$ cat src/rtl/page_xlat_pkg.sv
// Package: default geometry shared by the translation block and its bench.
// Assumes the frame width is at least the page index width.
package page_xlat_pkg;
    localparam int unsigned XL_VA_W     = 16;
    localparam int unsigned XL_PAGE_W   = 4;
    localparam int unsigned XL_FRAME_W  = 8;
    localparam int unsigned XL_ALIAS_BIT = 4;
endpackage

$ cat src/rtl/page_xlat_table.sv
// Module: page entry storage. There is one write port and two
// asynchronous read ports: one for translation and one for the CPU
// register window. Contents are not reset, and software must write
// an entry before it relies on it.
module page_xlat_table #(
    parameter int unsigned PAGE_W  = 4,
    parameter int unsigned FRAME_W = 8
) (
    input  logic               clk,
    input  logic               rst_n,
    input  logic               wr_en,
    input  logic [PAGE_W-1:0]  wr_idx,
    input  logic [FRAME_W-1:0] wr_frame,
    input  logic               wr_perm,
    input  logic [PAGE_W-1:0]  xl_idx,
    output logic [FRAME_W-1:0] xl_frame,
    output logic               xl_perm,
    input  logic [PAGE_W-1:0]  rd_idx,
    output logic [FRAME_W-1:0] rd_frame
);
    localparam int unsigned ENTRIES = 1 << PAGE_W;

    logic [FRAME_W-1:0] mem_frame [ENTRIES];
    logic               mem_perm  [ENTRIES];

    // Store frame and permission on a CPU write strobe.
    always_ff @(posedge clk) begin
        if (wr_en) begin
            mem_frame[wr_idx] <= wr_frame;
            mem_perm[wr_idx]  <= wr_perm;
        end
    end

    // Translation read port.
    always_comb begin
        xl_frame = mem_frame[xl_idx];
        xl_perm  = mem_perm[xl_idx];
    end

    // CPU register-window read port.
    always_comb rd_frame = mem_frame[rd_idx];

    p_store_frame_r6: assert property (@(posedge clk) disable iff (!rst_n)
        wr_en |=> (mem_frame[$past(wr_idx)] == $past(wr_frame)));

    p_store_perm_r7: assert property (@(posedge clk) disable iff (!rst_n)
        wr_en |=> (mem_perm[$past(wr_idx)] == $past(wr_perm)));
endmodule

$ cat src/rtl/page_xlat_mode.sv
// Module: translation enable flag. It clears on reset and sets on the
// first table write. It never clears on its own.
module page_xlat_mode (
    input  logic clk,
    input  logic rst_n,
    input  logic wr_stb,
    output logic map_en
);
    // Sticky enable: set by any table write, cleared only by reset.
    always_ff @(posedge clk) begin
        if (!rst_n)      map_en <= 1'b0;
        else if (wr_stb) map_en <= 1'b1;
    end

    p_enable_on_write_r4: assert property (@(posedge clk) disable iff (!rst_n)
        wr_stb |=> map_en);

    p_enable_sticky_r4: assert property (@(posedge clk) disable iff (!rst_n)
        map_en |=> map_en);
endmodule

$ cat src/rtl/page_xlat_latch.sv
// Module: output latch. During the low phase it forms the physical
// address, from the mapped frame or by passthrough when disabled,
// together with the write-permission flag. It holds both through the
// high phase.
module page_xlat_latch #(
    parameter int unsigned VA_W    = 16,
    parameter int unsigned PAGE_W  = 4,
    parameter int unsigned FRAME_W = 8
) (
    input  logic                            clk,
    input  logic                            rst_n,
    input  logic                            phase_hi,
    input  logic                            map_en,
    input  logic [VA_W-1:0]                 cpu_addr,
    input  logic [FRAME_W-1:0]              frame,
    input  logic                            perm,
    output logic [VA_W-PAGE_W+FRAME_W-1:0]  phys_q,
    output logic                            wr_ok_q
);
    localparam int unsigned OFF_W = VA_W - PAGE_W;
    localparam int unsigned PA_W  = OFF_W + FRAME_W;
    localparam int unsigned HI_W  = FRAME_W - PAGE_W;

    logic [PA_W-1:0] phys_d;
    logic            wr_ok_d;

    // Next physical address: mapped frame, or zero-extended page when off.
    always_comb begin
        if (map_en) phys_d = {frame, cpu_addr[OFF_W-1:0]};
        else        phys_d = {{HI_W{1'b0}}, cpu_addr};
        wr_ok_d = ~map_en | perm;
    end

    // Capture during the low phase, hold during the high phase.
    always_ff @(posedge clk) begin
        if (!rst_n) begin
            phys_q  <= '0;
            wr_ok_q <= 1'b1;
        end else if (!phase_hi) begin
            phys_q  <= phys_d;
            wr_ok_q <= wr_ok_d;
        end
    end

    p_hold_high_r5: assert property (@(posedge clk) disable iff (!rst_n)
        phase_hi |=> ($stable(phys_q) && $stable(wr_ok_q)));

    p_passthrough_r3: assert property (@(posedge clk) disable iff (!rst_n)
        (!phase_hi && !map_en) |=> (phys_q[PA_W-1 -: HI_W] == '0) && wr_ok_q);

    p_offset_r1: assert property (@(posedge clk) disable iff (!rst_n)
        !phase_hi |=> (phys_q[OFF_W-1:0] == $past(cpu_addr[OFF_W-1:0])));
endmodule

$ cat src/rtl/page_xlat.sv
// Module: top of the paged address translator. It decodes the CPU
// register window, where the low address bits give the entry and one
// alias bit gives the permission, and ties together the table, the
// enable flag and the output latch. Assumes phase_hi is synchronous
// to clk.
module page_xlat
    import page_xlat_pkg::*;
#(
    parameter int unsigned VA_W      = XL_VA_W,
    parameter int unsigned PAGE_W    = XL_PAGE_W,
    parameter int unsigned FRAME_W   = XL_FRAME_W,
    parameter int unsigned ALIAS_BIT = XL_ALIAS_BIT
) (
    input  logic                           clk,
    input  logic                           rst_n,
    input  logic                           phase_hi,
    input  logic [VA_W-1:0]                cpu_addr,
    input  logic                           sel,
    input  logic                           wr,
    input  logic [FRAME_W-1:0]             wdata,
    input  logic                           out_en,
    output logic [FRAME_W-1:0]             rdata,
    output logic [VA_W-PAGE_W+FRAME_W-1:0] phys_addr,
    output logic                           phys_valid,
    output logic                           wp_n,
    output logic                           map_on
);
    localparam int unsigned OFF_W = VA_W - PAGE_W;
    localparam int unsigned PA_W  = OFF_W + FRAME_W;

    logic               wr_stb;
    logic               rd_stb;
    logic               map_en;
    logic [FRAME_W-1:0] xl_frame;
    logic               xl_perm;
    logic [FRAME_W-1:0] rd_frame;
    logic [PA_W-1:0]    phys_q;
    logic               wr_ok_q;

    // Register window decode for the high phase.
    always_comb begin
        wr_stb = phase_hi & sel & wr;
        rd_stb = phase_hi & sel & ~wr;
    end

    page_xlat_table #(.PAGE_W(PAGE_W), .FRAME_W(FRAME_W)) u_table (
        .clk      (clk),
        .rst_n    (rst_n),
        .wr_en    (wr_stb),
        .wr_idx   (cpu_addr[PAGE_W-1:0]),
        .wr_frame (wdata),
        .wr_perm  (cpu_addr[ALIAS_BIT]),
        .xl_idx   (cpu_addr[VA_W-1:OFF_W]),
        .xl_frame (xl_frame),
        .xl_perm  (xl_perm),
        .rd_idx   (cpu_addr[PAGE_W-1:0]),
        .rd_frame (rd_frame)
    );

    page_xlat_mode u_mode (
        .clk    (clk),
        .rst_n  (rst_n),
        .wr_stb (wr_stb),
        .map_en (map_en)
    );

    page_xlat_latch #(.VA_W(VA_W), .PAGE_W(PAGE_W), .FRAME_W(FRAME_W)) u_latch (
        .clk      (clk),
        .rst_n    (rst_n),
        .phase_hi (phase_hi),
        .map_en   (map_en),
        .cpu_addr (cpu_addr),
        .frame    (xl_frame),
        .perm     (xl_perm),
        .phys_q   (phys_q),
        .wr_ok_q  (wr_ok_q)
    );

    // Output drive: read data, gated address, protect flag, enable.
    always_comb begin
        rdata      = rd_stb ? rd_frame : '0;
        phys_addr  = out_en ? phys_q : '0;
        phys_valid = out_en;
        wp_n       = wr_ok_q;
        map_on     = map_en;
    end

    p_read_idle_r8: assert property (@(posedge clk) disable iff (!rst_n)
        !phase_hi |-> (rdata == '0));

    p_gate_r9: assert property (@(posedge clk) disable iff (!rst_n)
        !phys_valid |-> (phys_addr == '0));
endmodule

$ cat config.mk
export PLATFORM = sky130hd
export DESIGN_NAME = page_xlat
export DESIGN_NICKNAME = d
export VERILOG_FILES = /design/src/rtl/page_xlat_pkg.sv /design/src/rtl/page_xlat_table.sv /design/src/rtl/page_xlat_mode.sv /design/src/rtl/page_xlat_latch.sv /design/src/rtl/page_xlat.sv
export SDC_FILE = /design/constraint.sdc
export NUM_CORES = 1
export LEC_CHECK = 0
export BUFFER_PORTS_ARGS = -buffer_cell sky130_fd_sc_hd__buf_2
export CORE_ASPECT_RATIO = 0.7
export CORE_MARGIN = 8
export CORE_UTILIZATION = 60
export CTS_CLUSTER_SIZE = 40
export DETAILED_ROUTE_END_ITERATION = 10
export PLACE_DENSITY = 0.77
export SLEW_MARGIN = 20
export SYNTH_ARGS = -nofsm -noshare
export SYNTH_HDL_FRONTEND = slang
export SYNTH_SLANG_ARGS = --single-unit
$ cat constraint.sdc
create_clock -name clk -period 3 [get_ports clk]
set_input_delay 0.15 -clock clk [delete_from_list [all_inputs] [get_ports clk]]
set_output_delay 0.15 -clock clk [all_outputs]
set_load 0.03 [all_outputs]
== Yosys cells after proc, flatten, opt, wreduce, memory -nomap -nowiden ==
Memories as Yosys holds them, arrays and structs flattened.
Cells that the tools add are included.
Word-level totals
  bits in registers: 22
  memory bits (writable): 144
  bits of input ports: 30
  output and inout bits: 31
  logic and storage cells: 16
  memories: 2
Memories
  u_table.mem_frame: depth 16, width 8, read ports 2, clocked after Yosys merged registers in 0, wr ports 1, RTL line page_xlat_table.sv:23  | logic [FRAME_W-1:0] mem_frame [ENTRIES];
  u_table.mem_perm: depth 16, width 1, read ports 1, clocked after Yosys merged registers in 0, wr ports 1, RTL line page_xlat_table.sv:24  | logic mem_perm [ENTRIES];
Operators by class
  multiplexer cells: 5
  bitwise operators: 6
Operators by type and width (number)
  2-to-1 mux 20 bit: 2
  2-to-1 mux 8 bit: 1
  bitwise AND 1 bit: 3
  2-to-1 mux 1 bit: 2
  inverter 1 bit: 2
  bitwise OR 1 bit: 1

== Longest topological paths before layout ==
  depth after elaboration: 4
  gate-level depth with buffers: 7
  depth with buffers taken out: 4

== Modules after synthesis ==
Synthesis repeated with hierarchy kept, for this count alone.
Second synthesis, totals
  cells, all modules: 427
  area total of the unflattened synthesis: 7686.1 µm²
By module, submodules not included
  page_xlat_table: times used 1, cells an instance 315, area an instance 6557.5 µm², sequential area each 4324.1 µm²
  page_xlat_latch: times used 1, cells an instance 78, area an instance 870.8 µm², sequential area each 420.4 µm²
  page_xlat: times used 1, cells an instance 32, area an instance 230.2 µm², sequential area each 0.0 µm²
  page_xlat_mode: times used 1, cells an instance 2, area an instance 27.5 µm², sequential area each 20.0 µm²

== Worst setup path before layout ==
OpenSTA, ideal clock, no wires.
  kind: input port to flip-flop
  start point: in cpu_addr[1]
  end point: mem u_table.mem_frame[0][0] (enable)
  library setup time: 0.387 ns
  arrival: 1.757 ns
  data required time: 2.613 ns
  path slack: 0.856 ns
  stages: 4
  buffers on the path: 2
  cell sequence: clkbuf_1 buf_1 or3b_2 nor3_1
RTL lines
  start, declared: RTL line page_xlat.sv:17  | input logic [VA_W-1:0] cpu_addr,
  end, declared: RTL line page_xlat_table.sv:23
No word-level cell before the write port.

==> run_results.csv <==
group,metric,value,unit
logic_synthesis,synth_enable_flop_cells,144,
setup_path,startpoint_type,"flip-flop",
sta,max_freq,0.432,GHz
setup_path,r2r-end,"u_latch.phys_q[17]",
route,firstDrtPassIters,6,
sta,fin_skew,0.00805,ns
clock_tree,clock_sinks,166,
logic_synthesis,synth_cell_types,33,
route,ant_nets,0,
setup_path,crit_path_end,"rdata[2]",
setup_path,end_kind,"output port",
power,power_density,583,nW/um2
sta,min_period,2.31,ns
logic_synthesis,async_flop_share,0,%
route,wirelength,18900,um
place,portBuffers,60,
place,hpwl,12300,um
grt,grt_pass1_vias,4475,
power,share_comb_of_total_power,7.8,%
final_layout,multi_input_area,2620,um2
power,p_leak,3.13,nW
floorplanning,core-area,12300,um2
clock_tree,post-cts-setup-buffers,0,
route,drc,0,
sta,finalHoldViolations,0,
clock_tree,cts_htree_levels,4,
floorplanning,num_rows,34,
grt,overflow,0,
floorplanning,io_pins,61,
logic_synthesis,yosysSeqAreaShare,63.1,%
route,wl_per_cell,28.5,um
logic_synthesis,yosysWarnings,0,
clock_tree,cts_buffer_depth,2,
outcome,status,"completed",
clock_tree,clk_pin_slew_worst_paths,0.07,ns
sta,fin_tns_setup,0,ns
sta,slew_headroom,34.4,%
grt,antenna_found_initial,0,
final_layout,areaGrowthSynthToFinish,17.3,%
route,viasPerCell,6.75,
clock_tree,cts_buffers,17,
clock_tree,cts-root-buf,"clkbuf_16",
power,p_int,3.99,mW
clock_tree,ctsHoldBuffers,5,
setup_path,worstSetupPathType,"reg -> out",
setup_path,cp.required,2.85,ns
sta,grt_setup_unrepaired,"false",
final_layout,fillers,772,
grt,grt_pass1_wl,28000,um
logic_synthesis,synth.largest_area_cell,"edfxtp_1",
logic_synthesis,syn-num-nets,428,
setup_path,crit_start,"u_table.mem_frame[7][2]",
grt,grt_start_max_net_pins,27,
grt,grt_usage,24.1,%
run,timing.max_cap.violations,0,
logic_synthesis,synthTopCellsByArea,"edfxtp_1 (57%), mux4_2 (21%), dfxtp_1 (5.8%)",
logic_synthesis,yosys-top-cells-count,"edfxtp_1 (144), mux4_2 (72), mux2i_1 (24), and2_1 (22), dfxtp_1 (22)",
sta,finalSetupViolations,0,
setup_path,cp_max_fo,2,
floorplanning,die_width,150,um
logic_synthesis,synth_most_common_cell,"edfxtp_1",
logic_synthesis,syn-cell-area,7550,um2
place,gp_congestion,0.809,
power,p_sw_share,22.8,%
final_layout,fin_nets,518,
setup_path,r2r_slack,1.21,ns
power,p_seq_share,49.4,%
final_layout,seq_area,4760,um2
logic_synthesis,synth_cells,398,
sta,slew_violations,0,
place,pre_cts_ws,0.675,ns
floorplanning,die_y,110,um
final_layout,fin_util,71.8,%
setup_path,reg2regPathDepth,3,
logic_synthesis,syn_avg_cell_area,19.0,um2
setup_path,reg2reg_from,"u_table.mem_frame[3][5]",
power,power.switching,1.18,mW
logic_synthesis,ys.flop_type,"edfxtp_1",
sta,worst_slew_pin_slew,0.981,ns
floorplanning,initial_utilization,61.2,%
clock_tree,cts_tree,"built",
route,num_vias,4475,
min_path,hp-start,"cpu_addr[7]",
final_layout,final_layout_size_suffix_gt1_share,41.1,%
floorplanning,die_area,16500,um2
sta,setup_ws,0.687,ns
min_path,hold_class,"in -> reg",
setup_path,crit_arrival,2.16,ns
sta,post-route-period-util,77.1,%
clock_tree,insertion_delay,0.43,ns
clock_tree,cts_resized,0,
final_layout,num_antenna_cells,0,
logic_synthesis,ys_seq_elements,166,
logic_synthesis,synth_top_area_share,57.3,%
route,first_iter_violations,526,
power,power_frac_clock,42.9,%
power,vdd_drop_max,0.000536,V
[placed cells by master, fill, tap and decap left out, types with 2 or more instances in the layout]
master	n
mux2_2	2
dfxtp_1	22
nand2_1	4
o21ai_0	4
inv_6	4
a2111oi_0	2
a32o_1	4
a311oi_1	2
clkinv_4	4
clkbuf_16	17
buf_4	36
nor2_1	12
mux4_2	72
o22ai_1	2
clkinvlp_4	3
nor2b_1	21
and2_1	22
nor3_1	5
edfxtp_1	144
nand2b_1	2
buf_2	60
bufinv_16	2
mux4_1	6
inv_1	2
buf_12	2
mux2i_1	24
dlygate4sd3_1	5
nand3b_1	4
or3b_2	2
nand3_1	2
[logic make-up after synthesis]
family	Yosys count	synth area share, %
DFF	166	63.1
AOI/OAI and AO/OA	18	1.82
and+or+nand+nor	76	5.80
buffers and inverters	34	2.22
muxes	104	27.0
[state kept, by name (all words and copies together) (netlist names)]
name and count:
u_latch.wr_ok_q 1, u_mode.map_en 1, u_table.mem_frame 128, u_latch.phys_q 20, u_table.mem_perm 16
[final cells by class]
cell class | instances | area share [%]
clock inverter | 14 | 1.85
sequential | 166 | 53.8
timing repair buffer | 103 | 7.46
multi-input combinational | 198 | 29.6
clock buffer | 18 | 4.96
inverter | 2 | 0.0848
tap | 162 | 2.29
[worst max-delay path: stages, from the launching register on]
cell and delay (ns):
edfxtp_1 0.42, mux4_2 0.51, mux4_2 0.47, nor2b_1 0.14
buf_2 0.20
[stage by stage]
step	instances	total power [mW]	cell area (um2)	hold slack (ns)
2_1_floorplan	398	2.87	7550	0.249
3_3_place_gp	626	2.98	8200	0.404
3_5_place_dp	626	2.99	8200	0.419
4_1_cts	663	5.18	8860	0.00567
5_1_grt	663	5.29	8860	0.00757
6_report	663	5.16	8860	0.0102
[power by group through the flow]
| stage | sequential, mW | combinational [mW] | clock (mW) |
|---|---|---|---|
| global route | 2.55 | 0.427 | 2.31 |
| global placement | 2.60 | 0.386 | 0 |
| finish | 2.55 | 0.401 | 2.21 |
| CTS | 2.55 | 0.402 | 2.23 |
| floorplan | 2.60 | 0.273 | 0 |
| detailed placement | 2.60 | 0.395 | 0 |
[per-layer routing]
layer | vias to the layer above | wire length (um) | GRT usage (%)
met5 | - | 0 | 0
met4 | 0 | 502 | 11.2
met3 | 39 | 1730 | 5.35
met2 | 278 | 9200 | 37.2
met1 | 2320 | 7430 | 32.7
li1 | 1838 | - | -
[worst min-delay path by stage]
stage / depth (start not counted) / to / slack (ns)
finish: 3 / u_latch.phys_q[7] / 0.01
global route: 3 / u_latch.phys_q[7] / 0.008
CTS: 3 / u_latch.phys_q[7] / 0.006
detailed placement: 3 / u_latch.phys_q[8] / 0.42
global placement: 3 / u_latch.phys_q[10] / 0.40
floorplan: 0 / u_table.mem_frame[0][0] / 0.25
No activity file was read; power rests on OpenSTA's default activity.
